--- config.mk ---
export PLATFORM = sky130hd
export DESIGN_NAME = prio_irq_ctrl
export DESIGN_NICKNAME = d
export VERILOG_FILES = /design/src/rtl/pic_pkg.sv /design/src/rtl/pic_prio_enc.sv /design/src/rtl/pic_ack_seq.sv /design/src/rtl/prio_irq_ctrl.sv
export SDC_FILE = /design/constraint.sdc
export NUM_CORES = 1
export LEC_CHECK = 0
export ABC_CLOCK_PERIOD_IN_PS = 3000
export BUFFER_PORTS_ARGS = -buffer_cell sky130_fd_sc_hd__buf_2
export CAP_MARGIN = 20
export CORE_ASPECT_RATIO = 0.7
export CORE_MARGIN = 4
export CORE_UTILIZATION = 40
export DETAILED_ROUTE_END_ITERATION = 10
export HOLD_SLACK_MARGIN = 0.06
export RECOVER_POWER = 25
export SYNTH_ARGS = -nofsm -noshare
export SYNTH_HDL_FRONTEND = slang
export SYNTH_SLANG_ARGS = --single-unit
--- constraint.sdc ---
create_clock -name clk_i -period 3 [get_ports clk_i]
set_input_delay 0 -clock clk_i [delete_from_list [all_inputs] [get_ports clk_i]]
set_output_delay 0 -clock clk_i [all_outputs]
set_load 0.01 [all_outputs]
--- src/rtl/pic_pkg.sv ---
package pic_pkg;
  typedef enum logic [1:0] {
    ACK_IDLE,
    ACK_P1,
    ACK_GAP,
    ACK_P2
  } ack_state_e;

  localparam logic [1:0] ADDR_CMD  = 2'd0;
  localparam logic [1:0] ADDR_MASK = 2'd1;
  localparam logic [1:0] ADDR_BASE = 2'd2;
  localparam int         CMD_EOI_BIT = 7;
  localparam int         CMD_SEL_BIT = 0;
endpackage

--- src/rtl/pic_prio_enc.sv ---
module pic_prio_enc #(
  parameter int N  = 8,
  parameter int IW = $clog2(N)
) (
  input  logic [N-1:0]  req_i,
  output logic          valid_o,
  output logic [IW-1:0] idx_o
);
  // lowest index wins: scan downward, last hit kept
  always_comb begin
    valid_o = 1'b0;
    idx_o   = '0;
    for (int i = N - 1; i >= 0; i--) begin
      if (req_i[i]) begin
        valid_o = 1'b1;
        idx_o   = IW'(i);
      end
    end
  end
endmodule

--- src/rtl/pic_ack_seq.sv ---
module pic_ack_seq
  import pic_pkg::*;
(
  input  logic clk_i,
  input  logic rst_ni,
  input  logic inta_i,
  output logic first_o,
  output logic drive_o
);
  ack_state_e state_q, state_d;

  always_comb begin
    state_d = state_q;
    unique case (state_q)
      ACK_IDLE: if (inta_i)  state_d = ACK_P1;
      ACK_P1:   if (!inta_i) state_d = ACK_GAP;
      ACK_GAP:  if (inta_i)  state_d = ACK_P2;
      ACK_P2:   if (!inta_i) state_d = ACK_IDLE;
      default:               state_d = ACK_IDLE;
    endcase
  end

  always_ff @(posedge clk_i or negedge rst_ni) begin
    if (!rst_ni) state_q <= ACK_IDLE;
    else         state_q <= state_d;
  end

  assign first_o = (state_q == ACK_IDLE) && inta_i;
  assign drive_o = inta_i && ((state_q == ACK_GAP) || (state_q == ACK_P2));


  p2_entry_chk: assert property (@(posedge clk_i) disable iff (!rst_ni)
    (state_q != ACK_P2) && (state_d == ACK_P2) |-> state_q == ACK_GAP);
endmodule

--- src/rtl/prio_irq_ctrl.sv ---
module prio_irq_ctrl
  import pic_pkg::*;
#(
  parameter int N_IRQ = 8,
  parameter int DW    = 8
) (
  input  logic             clk_i,
  input  logic             rst_ni,
  input  logic [N_IRQ-1:0] irq_i,
  input  logic             inta_i,
  input  logic             cs_i,
  input  logic             wr_i,
  input  logic             rd_i,
  input  logic [1:0]       addr_i,
  input  logic [DW-1:0]    wdata_i,
  output logic [DW-1:0]    rdata_o,
  output logic             rdata_oe_o,
  output logic             int_o
);
  localparam int IW = $clog2(N_IRQ);
  localparam int BW = DW - IW;
  localparam logic [IW-1:0] SPUR_IDX = IW'(N_IRQ - 1);

  logic [N_IRQ-1:0] irq_q, irr_q, isr_q, mask_q, rise;
  logic [BW-1:0]    base_q;
  logic             rsel_q;
  logic [IW-1:0]    vec_idx_q;

  logic          pend_v, isr_v, grant, first_act, ack_drive;
  logic [IW-1:0] pend_idx, isr_idx;
  logic          wr_en, rd_en, eoi_wr;
  logic [N_IRQ-1:0] take, eoi_clr;

  assign rise = irq_i & ~irq_q;

  pic_prio_enc #(.N(N_IRQ), .IW(IW)) u_pend_enc (
    .req_i(irr_q & ~mask_q), .valid_o(pend_v), .idx_o(pend_idx));

  pic_prio_enc #(.N(N_IRQ), .IW(IW)) u_isr_enc (
    .req_i(isr_q), .valid_o(isr_v), .idx_o(isr_idx));

  pic_ack_seq u_ack (
    .clk_i(clk_i), .rst_ni(rst_ni), .inta_i(inta_i),
    .first_o(first_act), .drive_o(ack_drive));

  assign grant  = pend_v && (!isr_v || (pend_idx < isr_idx));
  assign int_o  = grant;
  assign wr_en  = cs_i && wr_i;
  assign rd_en  = cs_i && rd_i;
  assign eoi_wr = wr_en && (addr_i == ADDR_CMD) && wdata_i[CMD_EOI_BIT];

  always_comb begin
    take    = '0;
    eoi_clr = '0;
    if (first_act && grant) take[pend_idx] = 1'b1;
    if (eoi_wr && isr_v)    eoi_clr[isr_idx] = 1'b1;
  end

  always_ff @(posedge clk_i or negedge rst_ni) begin
    if (!rst_ni) begin
      irq_q     <= '0;
      irr_q     <= '0;
      isr_q     <= '0;
      mask_q    <= '0;
      base_q    <= '0;
      rsel_q    <= 1'b0;
      vec_idx_q <= '0;
    end else begin
      irq_q <= irq_i;
      irr_q <= (irr_q & ~take) | rise;
      isr_q <= (isr_q & ~eoi_clr) | take;
      if (first_act) vec_idx_q <= grant ? pend_idx : SPUR_IDX;
      if (wr_en) begin
        unique case (addr_i)
          ADDR_CMD:  rsel_q <= wdata_i[CMD_SEL_BIT];
          ADDR_MASK: mask_q <= wdata_i[N_IRQ-1:0];
          ADDR_BASE: base_q <= wdata_i[DW-1:IW];
          default: ;
        endcase
      end
    end
  end

  always_comb begin
    rdata_o = '0;
    if (ack_drive) begin
      rdata_o = {base_q, vec_idx_q};
    end else if (rd_en) begin
      unique case (addr_i)
        ADDR_MASK: rdata_o = DW'(mask_q);
        ADDR_BASE: rdata_o = {base_q, {IW{1'b0}}};
        default:   rdata_o = DW'(rsel_q ? isr_q : irr_q);
      endcase
    end
  end
  assign rdata_oe_o = ack_drive || rd_en;


  int_qual_chk: assert property (@(posedge clk_i) disable iff (!rst_ni)
    int_o |-> |(irr_q & ~mask_q));

  take_isr_chk: assert property (@(posedge clk_i) disable iff (!rst_ni)
    first_act && grant |=> isr_q[$past(pend_idx)]);

  bus_oe_chk: assert property (@(posedge clk_i) disable iff (!rst_ni)
    rdata_oe_o |-> rd_en || inta_i);

  eoi_one_chk: assert property (@(posedge clk_i) disable iff (!rst_ni)
    eoi_wr && isr_v && !first_act |=>
      $countones(isr_q) == $countones($past(isr_q)) - 1);

  mask_keep_chk: assert property (@(posedge clk_i) disable iff (!rst_ni)
    first_act && grant |-> !mask_q[pend_idx]);
endmodule

# After elaboration in Yosys (flattened, before gate mapping)
# Index checks and enable logic that the tools add are counted.
classes:
  magnitude_cmp: 5
  n_eq_ne: 9
  muxes: 48
  n_bitwise: 10
  n_reduce_logical: 21
ops:
  columns: ["operator", "n"]
  rows:
  - ["$mux 3", 17]
  - ["$mux 8", 5]
  - ["$and 8x8->8", 4]
  - ["$not 8->8", 4]
  - ["$mux 1", 18]
  - ["$or 8x8->8", 2]
  - ["$pmux 8 s2", 1]
  - ["$logic_and 1x1->1", 11]
  - ["$lt 3x4->1 const B", 2]
  - ["$mux 2", 4]
  - ["$ne 2x2->1 const B", 4]
  - ["$pmux 2 s4", 1]
  - ["$demux 1 s3", 2]
  - ["$eq 2x2->1 const B", 3]
  - ["$ge 3x1->1 const B", 2]
  - ["$reduce_and 2->1", 3]
  - ["$eq 2x1->1 const B", 2]
  - ["$logic_not 2->1", 2]
  - ["$reduce_and 4->1", 1]
  - ["$logic_or 1x1->1", 3]
  - ["$lt 3x3->1", 1]
  - ["$logic_not 1->1", 1]
word_totals:
  reg_bits: 43
  inputBits: 24
  output_inout_bits: 10
  wordCells: 101

# Longest topological paths before layout
depth:
  depth_word: 18
  ltp_mapped: 10
  mapped_depth_nobuf: 10

# By module
# From an unflattened synthesis, not the netlist that was laid out.
unflattened:
  hier_cells: 238
  area_unflattened_um2: 2408.6
by_module_without_submodules:
  columns: ["module", "n_inst", "cells_each", "area_per_inst_um2", "seq_area_each_um2"]
  rows:
  - ["prio_irq_ctrl", 1, 195, 2063.2, 1026.0]
  - ["pic_ack_seq", 1, 17, 185.2, 50.0]
  - ["pic_prio_enc", 2, 13, 80.1, 0.0]

# Worst setup path before layout
# No wires, ideal clock.
synth_path:
  kind: "register to register"
  from: "register mask_q[4]"
  to: "register irr_q[0]"
  t_arrival_ps: 2346
  required_time_ps: 2874
  setup_slack_ps: 528
  path_stages_with_launch: 9
  synth_period_minus_slack_ps: 2472
  cell_sequence: "dfrtp_1 -> and2b_2 -> nor4_4 -> nor2_1 -> ha_1 -> a21oi_1 -> a21bo_2 -> a221o_1 -> a221o_1"
synth_via:
  elab_chain_len: 15
  elab_cells_between_ends: 25
synth_rtl:
  columns: ["item", "line", "source"]
  rows:
  - ["from (decl)", "prio_irq_ctrl.sv:24", "logic [N_IRQ-1:0] irq_q, irr_q, isr_q, mask_q, rise;"]
  - ["from (signal assigned)", "prio_irq_ctrl.sv:76", "ADDR_MASK: mask_q <= wdata_i[N_IRQ-1:0];"]
  - ["$not 8->8 *", "prio_irq_ctrl.sv:37", ".req_i(irr_q & ~mask_q), .valid_o(pend_v), .idx_o(pend_idx));"]
  - ["$and 8x8->8 *", "prio_irq_ctrl.sv:37", null]
  - ["$mux 3 (5 in series)", "pic_prio_enc.sv:14", "if (req_i[i]) begin"]
  - ["$lt 3x4->1 (implied by the code), or another cell as far along", "prio_irq_ctrl.sv:55", "if (first_act && grant) take[pend_idx] = 1'b1;"]
  - ["$logic_and 1x1->1 (implied by the code) or $logic_or 1x1->1 (tied branches)", "prio_irq_ctrl.sv:55, prio_irq_ctrl.sv:46", null]
  - ["$mux 1 (implied by the code) or $logic_and 1x1->1 (tied branches)", "prio_irq_ctrl.sv:55, prio_irq_ctrl.sv:46", null]
  - ["$demux 1 s3 or $logic_and 1x1->1 (tied branches)", "prio_irq_ctrl.sv:55", null]
  - ["$mux 8 *", "prio_irq_ctrl.sv:55", null]
  - ["$not 8->8 *", "prio_irq_ctrl.sv:70", "irr_q <= (irr_q & ~take) | rise;"]
  - ["$and 8x8->8 *", "prio_irq_ctrl.sv:70", null]
  - ["$or 8x8->8 *", "prio_irq_ctrl.sv:70", null]
  - ["to (signal assigned)", "prio_irq_ctrl.sv:70", null]
  - ["to (decl)", "prio_irq_ctrl.sv:24", null]
# Mark *: on every way between the ends. The rest lies on a longest branch, timed or not.
# A chain may end at the register's enable or synchronous reset.

# Worst setup path in the final report
layout_path:
  from: "register mask_q[4]"
  to: "output port int_o"
layout_via:
  elab_chain_len: 10
  elab_cells_between_ends: 15
layout_rtl:
  columns: ["item", "line", "source"]
  rows:
  - ["$not 8->8 *", "prio_irq_ctrl.sv:37", null]
  - ["$and 8x8->8 *", "prio_irq_ctrl.sv:37", null]
  - ["$mux 3 (5 in series)", "pic_prio_enc.sv:14", null]
  - ["$lt 3x3->1", "prio_irq_ctrl.sv:46", "assign grant = pend_v && (!isr_v || (pend_idx < isr_idx));"]
  - ["$logic_or 1x1->1", "prio_irq_ctrl.sv:46", null]
  - ["$logic_and 1x1->1 *", "prio_irq_ctrl.sv:46", null]
  - ["to (decl)", "prio_irq_ctrl.sv:18", "output logic int_o"]
# Marks and branches as above.

==> reports/results.txt <==
Via count -> 2041
Total GRT Usage -> 17.3%
Fillers -> 530
Area share of the largest cell type after synthesis -> 44.7%
Crit Reg-Reg Startpoint -> mask_q[4]$_DFFE_PN0P_
Largest net degree at the start of global routing -> 44
Buf+Inv Stages, Crit Path -> 1
CTS root buffer -> clkbuf_8
Worst R2R Path Depth -> 8
Reg2reg end -> irr_q[0]$_DFF_PN0_
Die Y -> 72.9 um
Core ar. -> 0.00578 mm^2
Initial antenna violation count -> 0
Crit-path cells -> and2b_2 > nor4_4 > nor2_1 > ha_1 > a21oi_1 > a21bo_2 > o21ai_1 > and2_1 > buf_2
Worst Hold Depth -> 3
Post-placement cell area -> 0.00265 mm^2
Final GP Congestion -> 0.797
Vias in the first global route -> 1917
Sink Count -> 43
Layout Skew -> 0.0141 ns
Post-synth top flop -> dfrtp_1
Clk buf depth -> 2
RSZ-0062 raised after global routing -> false
Async set or reset register ratio after synthesis -> 100%
Drc violations -> 0
Final worst path period need -> 2.82 ns
Worst-skew pair later-pin latency -> 0.30 ns
Yosys cell types -> 48
TritonRoute pass-1 iters -> 5
Final wirelength -> 5940 um
Final Max Slew Viols -> 44
Fmax -> 355 MHz
FF-to-FF setup slack -> 0.25 ns
Area occupied by multi-input gates -> 0.00125 mm^2
DR WL/cell -> 16.3 um
Area Growth Syn to Fin -> 21.2%
Row count -> 23
Initial core utilization -> 41.7%
Worst-path clk slew -> 0.09 ns
IO buf count -> 33
Final Hold Fails -> 0
Syn avg cell area -> 10.2 um^2
Vias/cell -> 5.62
Slew @ Worst Pin -> 2.31 ns
Die Wd -> 101 um
Max Fanout on Critical Path -> 6
Critical path class -> reg2out
Seq/Total Area, Yosys -> 44.7%
Worst stage delay on the critical path -> 0.45 ns
CTS tree -> built
Rel. slew slack -> -54.0%
Initial DRC Count -> 132
Post-Syn Instances -> 236
First-pass GRT wire length -> 9870 um
Die area -> 0.00735 mm^2
GRT overflow -> 0
Area of the mapped netlist -> 0.00241 mm^2
Crit path DAT -> 2.82 ns
Worst ir drop on vdd -> 0.000415 V
Hold path endpoint -> rsel_q$_DFFE_PN0P_
Worst Setup End Kind -> output pin
Antenna Nets Post-Route -> 0
Power Density -> 768 mW/mm^2
CTS buffer count -> 5
Synthesized net count -> 270
Flip-flop and latch area -> 0.00108 mm^2
Yosys Warn Count -> 0
Slowest library cell on the worst path -> nor4_4
Worst Hold Launch -> cs_i
Nets -> 321
Top post-synthesis cells by area -> dfrtp_1 45%, mux2_2 7.0%, ha_1 5.2%, a22o_1 4.4%, o21ai_0 3.7%
WP data required -> 3.00 ns
Fin area -> 0.00292 mm^2
Final Cycle Share -> 93.9%
Failing checks -> max-capacitance violations, max-slew violations
Family with the most delay on the worst path -> simple AND/OR/NAND/NOR gates
Setup-violating endpoint count in the final report -> 0
ANT cells -> 0
Post-synth top area cell -> dfrtp_1
Status -> finished, violations left
Boundary Pins -> 34
Setup_tns -> 0 ns
H-tree levels -> 2
DP Wirelength -> 4370 um
Post-synth EDFFs -> 0
Yosys reg bits -> 43
Max Cap Violations -> 1
Startpoint class of the critical path -> flip-flop
Layout cell share with drive strength beyond 1 -> 19.4%
Leakage -> 1.31 nW
Worst hold path class -> in2reg
[metrics by stage]
| step | std cells | worst slack [ns] | util [%] | hold slack (ns) | total power, W |
|---|---|---|---|---|---|
| after detailed placement | 338 | 0.279 | 45.8 | 0.124 | 0.00177 |
| after CTS | 363 | 0.0745 | 50.7 | 0.0905 | 0.00224 |
| after global placement | 338 | 0.312 | 45.8 | 0.120 | 0.00176 |
| final | 363 | 0.183 | 50.5 | 0.0902 | 0.00224 |
| after floorplan | 236 | 0.528 | - | -0.296 | 0.00149 |
| after global routing | 363 | 0.0297 | 50.5 | 0.104 | 0.00241 |
[worst max path at each step]
stage	start	end	slack, ns	depth (start not counted)
3_3_place_gp	mask_q[4]$_DFFE_PN0P_	irr_q[0]$_DFF_PN0_	0.31	8
3_5_place_dp	mask_q[4]$_DFFE_PN0P_	irr_q[0]$_DFF_PN0_	0.28	8
5_1_grt	mask_q[4]$_DFFE_PN0P_	int_o	0.03	9
4_1_cts	mask_q[4]$_DFFE_PN0P_	int_o	0.07	9
2_1_floorplan	mask_q[4]$_DFFE_PN0P_	irr_q[0]$_DFF_PN0_	0.53	8
6_report	mask_q[4]$_DFFE_PN0P_	int_o	0.18	9
[registers in the layout, indices dropped and copies added (netlist names)]
| signal | cells |
|---|---|
| isr_q | 8 |
| irr_q | 8 |
| vec_idx_q | 3 |
| base_q | 5 |
| irq_q | 8 |
| rsel_q | 1 |
| u_ack.state_q | 2 |
| mask_q | 8 |
[worst min-delay path: stages]
cell	delay, ns
buf_2	0.13
nand3_1	0.09
mux2_2	0.15
[power by group]
| part | switching [W] | total, W | leakage, nW | internal (W) |
|---|---|---|---|---|
| Sequential | 0.000153 | 0.000857 | 0.493 | 0.000703 |
| Clock | 0.000202 | 0.000450 | 0.0581 | 0.000248 |
| Combinational | 0.000520 | 0.000936 | 0.757 | 0.000416 |
[layout make-up]
type	count	share of cell area [%]
Multi-Input combinational cell	172	42.9
Clock inverter	3	1.50
Inverter	14	1.80
Sequential cell	43	36.8
Timing Repair Buffer	51	11.4
Tap cell	75	3.21
Clock buffer	5	2.36
[cell usage after synthesis (2+ instances only)]
cell / count
a211oi_1: 5
a21oi_1: 13
a221o_1: 2
a22o_1: 12
a22oi_1: 5
and2_1: 3
and2b_1: 2
and2b_2: 3
buf_1: 2
clkbuf_1: 4
dfrtp_1: 43
ha_1: 10
inv_1: 14
mux2_2: 15
mux2i_1: 3
nand2_1: 9
nand2b_1: 6
nand3_1: 7
nand3b_1: 3
nand4_1: 4
nor2_1: 13
nor2b_1: 10
nor3_1: 4
o21a_1: 2
o21ai_0: 18
o31ai_1: 2
[cell families (layout without fill, tap and decap cells)]
logic type | count (synthesis) | count (layout) | share of synthesized area, %
compound gates | 72 | 72 | 20.9
simple gates | 72 | 72 | 17.7
flops | 43 | 43 | 44.7
buf+inv | 21 | 73 | 3.32
mux | 18 | 18 | 8.26
fa+ha+maj | 10 | 10 | 5.19
[placed cells by master (no fill, tap or decap), drive strengths merged, types with 2 or more instances in the layout]
cell and instances:
a22o 12, nand3b 3, nor2b 10, and2 3, a21oi 13, clkbuf 14
mux2 15, nor4 2, inv 14, o21a 2, nand2b 6, o21ai 18
a211oi 5, dfrtp 43, ha 10, o31ai 2, clkinv 2, nor3 5
nand2 9, dlygate4sd3 17, mux2i 3, a22oi 5, a221o 2, nand3 7
buf 25, and2b 5, nor2 13, nand4 4
[what timing repair did]
item / 4_1_cts / 5_1_grt
hold endpoints to repair: 71 / 0
gates resized for setup: 0 / 1
buffers inserted: 0 / 0
endpoints found under the setup margin: 0 / 1
hold buffers: 17 / 0
[layer usage]
| layer | track usage, % | vias up | wire length, um | part of all wire, % |
|---|---|---|---|---|
| li1 | - | 976 | - | - |
| met1 | 27.7 | 996 | 3100 | 52 |
| met2 | 23.5 | 64 | 2450 | 41 |
| met3 | 4.11 | 5 | 358 | 6.0 |
| met4 | 3.59 | 0 | 32 | 0.54 |
| met5 | 0 | - | 0 | 0 |
Note: power is estimated with default switching activity, not from simulation.
